## src/rtl/bcd_clock_core.sv

```systemverilog
module bcd_clock_core (
  input  logic       clk,
  input  logic       rst_n,
  input  logic       tick,
  input  logic       wr_en,
  input  logic [2:0] addr,
  input  logic [7:0] wdata,
  output logic [7:0] rdata
);

  logic [6:0] sec, min;
  logic [5:0] hr;
  logic [2:0] wday;
  logic [5:0] mday;
  logic [4:0] mon;
  logic       cen;
  logic [7:0] yr;
  logic       h12;

  function automatic logic [7:0] bcd_inc(input logic [7:0] v);
    if (v[3:0] == 4'h9) bcd_inc = {v[7:4] + 4'd1, 4'h0};
    else                bcd_inc = v + 8'd1;
  endfunction

  logic [7:0] sec_i, min_i, hr24_i, hr12_i, mday_i, mon_i, yr_i;
  assign sec_i  = bcd_inc({1'b0, sec});
  assign min_i  = bcd_inc({1'b0, min});
  assign hr24_i = bcd_inc({2'b0, hr});
  assign hr12_i = bcd_inc({3'b0, hr[4:0]});
  assign mday_i = bcd_inc({2'b0, mday});
  assign mon_i  = bcd_inc({3'b0, mon});
  assign yr_i   = bcd_inc(yr);

  logic sec_wrap, min_cy, day_cy, mon_cy, yr_cy, yr_wrap, leap, mday_end;
  logic [5:0] hr_nx, mlast;

  assign sec_wrap = (sec == 7'h59);
  assign min_cy   = sec_wrap && (min == 7'h59);
  assign day_cy   = min_cy && (h12 ? (hr == 6'h31) : (hr == 6'h23));

  always_comb begin
    if (h12) begin
      if (hr[4:0] == 5'h12)      hr_nx = {hr[5], 5'h01};
      else if (hr[4:0] == 5'h11) hr_nx = {~hr[5], 5'h12};
      else                       hr_nx = {hr[5], hr12_i[4:0]};
    end else begin
      hr_nx = (hr == 6'h23) ? 6'h00 : hr24_i[5:0];
    end
  end

  assign leap = yr[4] ? (yr[3:0] == 4'h2 || yr[3:0] == 4'h6)
                      : (yr[3:0] == 4'h0 || yr[3:0] == 4'h4 || yr[3:0] == 4'h8);

  always_comb begin
    case (mon)
      5'h02:                      mlast = leap ? 6'h29 : 6'h28;
      5'h04, 5'h06, 5'h09, 5'h11: mlast = 6'h30;
      default:                    mlast = 6'h31;
    endcase
  end

  assign mday_end = (mday == mlast);
  assign mon_cy   = day_cy && mday_end;
  assign yr_cy    = mon_cy && (mon == 5'h12);
  assign yr_wrap  = (yr == 8'h99);

  always_ff @(posedge clk or negedge rst_n) begin
    if (!rst_n) begin
      sec  <= 7'h00;
      min  <= 7'h00;
      hr   <= 6'h00;
      wday <= 3'd0;
      mday <= 6'h01;
      mon  <= 5'h01;
      cen  <= 1'b0;
      yr   <= 8'h00;
      h12  <= 1'b0;
    end else if (wr_en) begin
      case (addr)
        3'd0: sec  <= wdata[6:0];
        3'd1: min  <= wdata[6:0];
        3'd2: hr   <= wdata[5:0];
        3'd3: wday <= wdata[2:0];
        3'd4: mday <= wdata[5:0];
        3'd5: begin mon <= wdata[4:0]; cen <= wdata[7]; end
        3'd6: yr   <= wdata;
        default: h12 <= wdata[0];
      endcase
    end else if (tick) begin
      sec <= sec_wrap ? 7'h00 : sec_i[6:0];
      if (sec_wrap) min <= (min == 7'h59) ? 7'h00 : min_i[6:0];
      if (min_cy)   hr  <= hr_nx;
      if (day_cy) begin
        wday <= (wday == 3'd6) ? 3'd0 : wday + 3'd1;
        mday <= mday_end ? 6'h01 : mday_i[5:0];
      end
      if (mon_cy) mon <= (mon == 5'h12) ? 5'h01 : mon_i[4:0];
      if (yr_cy) begin
        yr  <= yr_wrap ? 8'h00 : yr_i;
        cen <= cen ^ yr_wrap;
      end
    end
  end

  always_comb begin
    case (addr)
      3'd0:    rdata = {1'b0, sec};
      3'd1:    rdata = {1'b0, min};
      3'd2:    rdata = {2'b0, hr};
      3'd3:    rdata = {5'b0, wday};
      3'd4:    rdata = {2'b0, mday};
      3'd5:    rdata = {cen, 2'b0, mon};
      3'd6:    rdata = yr;
      default: rdata = {7'b0, h12};
    endcase
  end

endmodule

```

## config.mk

```make
export PLATFORM = sky130hd
export DESIGN_NAME = bcd_clock_core
export DESIGN_NICKNAME = d
export VERILOG_FILES = /design/src/rtl/bcd_clock_core.sv
export SDC_FILE = /design/constraint.sdc
export NUM_CORES = 1
export LEC_CHECK = 0
export BUFFER_PORTS_ARGS = -buffer_cell sky130_fd_sc_hd__buf_2
export CAP_MARGIN = 20
export CORE_MARGIN = 2
export CORE_UTILIZATION = 45
export CTS_CLUSTER_SIZE = 30
export DETAILED_ROUTE_END_ITERATION = 16
export PLACE_DENSITY = 0.62
export SYNTH_ARGS = -nofsm -noshare
export SYNTH_HDL_FRONTEND = slang
export SYNTH_SLANG_ARGS = --single-unit
```

## constraint.sdc

```tcl
create_clock -name clk -period 3.2 [get_ports clk]
set_input_delay 0.16 -clock clk [delete_from_list [all_inputs] [get_ports clk]]
set_output_delay 0.16 -clock clk [all_outputs]
set_load 0.02 [all_outputs]
```

==> metrics <==
status complete, no violations; Bufs and invs on worst path 0; Psw 942 uW; register area share after synthesis 29.4%; Most used DFF post-synth dfrtp_1; TritonCTS buffer count 5; Antenna Cells 0; switching share of power 42.5%; post-cts sizing count 0; slack of the critical path 472 ps; Synth Area per Inst 8.10 um2; Max-cap violations 0; slowest cell on the critical path dfrtp_1; post-route insts no fill 573; Worst Hold End yr[1]$_DFFE_PN0P_; share of power burned in registers 45.2%; Root Buffer clkbuf_8; hpwl dp 7.62 mm; Final Setup Violations 0; clock sink count 44; P_int between 1000 and 1500 uW; Relative slew margins 54.7%; Area Overhead vs Synth 6.76%; First-pass DRT Iterations 5; clk slew on worst S/H paths 80 ps; RSZ-0062 raised after global routing no; grt total ovfl 0; final net count between 400 and 500; WL per Instance around 19 um; Fin. Hold Viols 0; Die ar. 9090 um2; ys async rst share 100%; Post-Syn Instances 464; Crit Path Max Fanout 13; maximum number of pins on one net before global-route repair 45; CTS tree yes; #FFs+latches synth 44; storage element area 1100 um2; WL final 10.7 mm; Critical Path RT 3390 ps; Syn. warnings 0; Clock Skew 10.4 ps; Unique masters post-synth 73; EDFF count, synth 0; CP arrival 2920 ps; PD cells 553 nW/um2; power share of the combinational group 38.1%; Max Slew Vio Count 0; multi-input logic area 2410 um2; floorplan die height 95.4 um; Port Buffers 22; hold_sp wdata[1]; minimum clock period 2730 ps; Initial Util 46.2%; Antenna Nets Post-Route 0; # hold bufs at CTS 0; DR iter-0 viols 189; Sum Neg Setup Slack 0 ps; Cell Chain, Critical Path nor4b_1, nor2b_1, mux2i_1, a211oi_2, a21bo_2, mux2_2; I/O pin total 23; GP Congestion 0.914; R2R Setup Slk 470 ps; maximum VDD drop 0.237 mV; layout cells sized above 1 12.2%; Worst-Margin Slew 676 ps; fmax 367 MHz; Remaining DRCs 0; post-CTS setup buffer count 0; vias per cell 6.24; FF-to-FF End mon[1]$_DFFE_PN0P_; filler instances about 800; Register-to-Register Path Depth 6; Worst path max stage delay 580 ps; RR Startpoint mon[1]$_DFFE_PN0P_; Setup CP Type flip-flop to flip-flop; htree depth 2; Core Region between 8000 and 9000 um2; placed cell count around 560; Die Wd 95.4 um; Leak 0.00162 uW; vias post-DR 3,576; Synth Cell Area 3760 um2; first-pass GRT wire length 17.2 mm; HP Class input pin to flip-flop; startpoint types flip-flop; # rows 33; number of antenna violations at the first check in global routing 0; Total Routing Usage GR 24.7%; Final Cycle Share 85.3%; Mapped Nets 491; Clock Tree Buf Depth 2; largest delay contributor family on the critical path compound AO/OA/AOI/OAI gates; critical path capture point type flip-flop; vias in the first global route around 3,300; Place WS 521 ps; hold depth 3; power share of the clock group approximately 17%; clock insertion delay at the later pin of the skew report 300 ps
==> cells in the final DEF, fill, tap and decap left out, drive strengths merged, types with 6 or more instances in the layout <==
master	count
a21oi	24
a221oi	7
a22o	6
a31oi	10
and2	7
buf	30
clkbuf	8
dfrtp	42
ha	12
inv	22
mux2	6
mux2i	13
nand2	43
nand2b	11
nand3	16
nor2	32
nor2b	9
nor3	10
nor3b	6
o211ai	7
o21a	6
o21ai	48
o22ai	6
==> power by group through the flow <==
stage	clock network, uW	logic, uW	registers (uW)
detailed placement	0	832	1000
global placement	0	817	1000
global route	406	958	1030
finish	370	845	1000
floorplan	0	797	820
CTS	382	837	993
==> synth_stat cells (3+ instances only) <==
cell type / instances / area, um2
nor2_1: 32 / 120
nand3_1: 16 / 80.1
a221oi_1: 7 / 61.3
nor2b_1: 9 / 56.3
o22ai_1: 6 / 37.5
xnor2_1: 4 / 35.0
inv_1: 22 / 82.6
nand2_1: 43 / 161
and3_1: 3 / 18.8
o21ai_0: 45 / 225
and2_1: 6 / 37.5
nor3b_1: 6 / 45.0
o21ai_1: 3 / 15.0
nor4b_1: 3 / 26.3
a31oi_1: 10 / 62.6
clkbuf_1: 21 / 78.8
o31a_1: 4 / 35.0
a211o_1: 4 / 35.0
mux2_2: 5 / 56.3
nand4_1: 4 / 25.0
a211oi_1: 4 / 30.0
nor3_1: 10 / 50.1
a22oi_1: 5 / 37.5
o211ai_1: 7 / 52.6
or3_1: 3 / 18.8
buf_6: 3 / 33.8
a22o_1: 6 / 52.6
ha_1: 12 / 150
nand3b_1: 4 / 30.0
dfrtp_1: 42 / 1050
nand2b_1: 11 / 68.8
a21oi_1: 24 / 120
o21a_1: 6 / 45.0
o31ai_1: 5 / 37.5
mux4_2: 3 / 67.6
buf_1: 8 / 30.0
mux2i_1: 13 / 130
==> metrics by stage <==
stage / hold WS [ps] / area, um2 / utilization (%) / power, uW
after global routing: 177 / 4010 / 49.3 / 2400
after floorplan: -136 / 3760 / - / 1620
after global placement: 418 / 3890 / 47.8 / 1820
after CTS: 77.3 / 3980 / 48.9 / 2210
after detailed placement: 401 / 3890 / 47.8 / 1840
final: 164 / 4010 / 49.3 / 2220
==> worst register-to-register path: stages, from the launching register on <==
cell and delay, ps:
dfrtp_1 580, nor4b_1 430, nor2b_1 230, mux2i_1 170, a211oi_2 570, a21bo_2 300
mux2_2 350
==> worst max path at each step <==
stage | startpoint | to | slack (ps) | depth (start not counted)
after floorplan | min[1]$_DFFE_PN0P_ | yr[0]$_DFFE_PN0P_ | 640 | 10
after global placement | mon[1]$_DFFE_PN0P_ | mon[1]$_DFFE_PN0P_ | 590 | 6
after detailed placement | mon[1]$_DFFE_PN0P_ | mon[1]$_DFFE_PN0P_ | 520 | 6
after CTS | mon[1]$_DFFE_PN0P_ | mon[1]$_DFFE_PN0P_ | 480 | 6
after global routing | mon[1]$_DFFE_PN0P_ | mon[1]$_DFFE_PN0P_ | 240 | 6
final | mon[1]$_DFFE_PN0P_ | mon[1]$_DFFE_PN0P_ | 470 | 6
==> final cells by class <==
cell class | count | area share [%]
multi-input cells | 363 | 60.1
flip-flops and latches | 44 | 27.5
repair buffers | 31 | 4.80
well taps | 105 | 3.28
clock buffers | 8 | 2.25
inverters | 22 | 2.06
==> sequential cells by signal (all words and copies together) (netlist names) <==
name / flops
mon: 5
sec: 7
h12: 1
yr: 8
cen: 1
wday: 3
min: 7
mday: 6
hr: 6
==> metal layers <==
| metal | vias up | part of all wire, % | GRT usage, % | wire length [um] |
|---|---|---|---|---|
| li1 | 1726 | - | - | - |
| met1 | 1709 | 46 | 35.2 | 4980 |
| met2 | 121 | 44 | 38.3 | 4760 |
| met3 | 20 | 6.4 | 3.08 | 681 |
| met4 | 0 | 2.7 | 9.54 | 294 |
| met5 | - | 0 | 0 | 0 |
==> logic make-up after synthesis <==
| group | synth area share (%) |
|---|---|
| and+or+nand+nor | 22.2 |
| muxes | 7.16 |
| buffers and inverters | 6.46 |
| xor gates and xnor gates | 1.40 |
| adders and majority gates | 4.00 |
| AOI/OAI and AO/OA | 29.4 |
| DFF | 29.4 |
No activity file was read; power rests on OpenSTA's default activity.
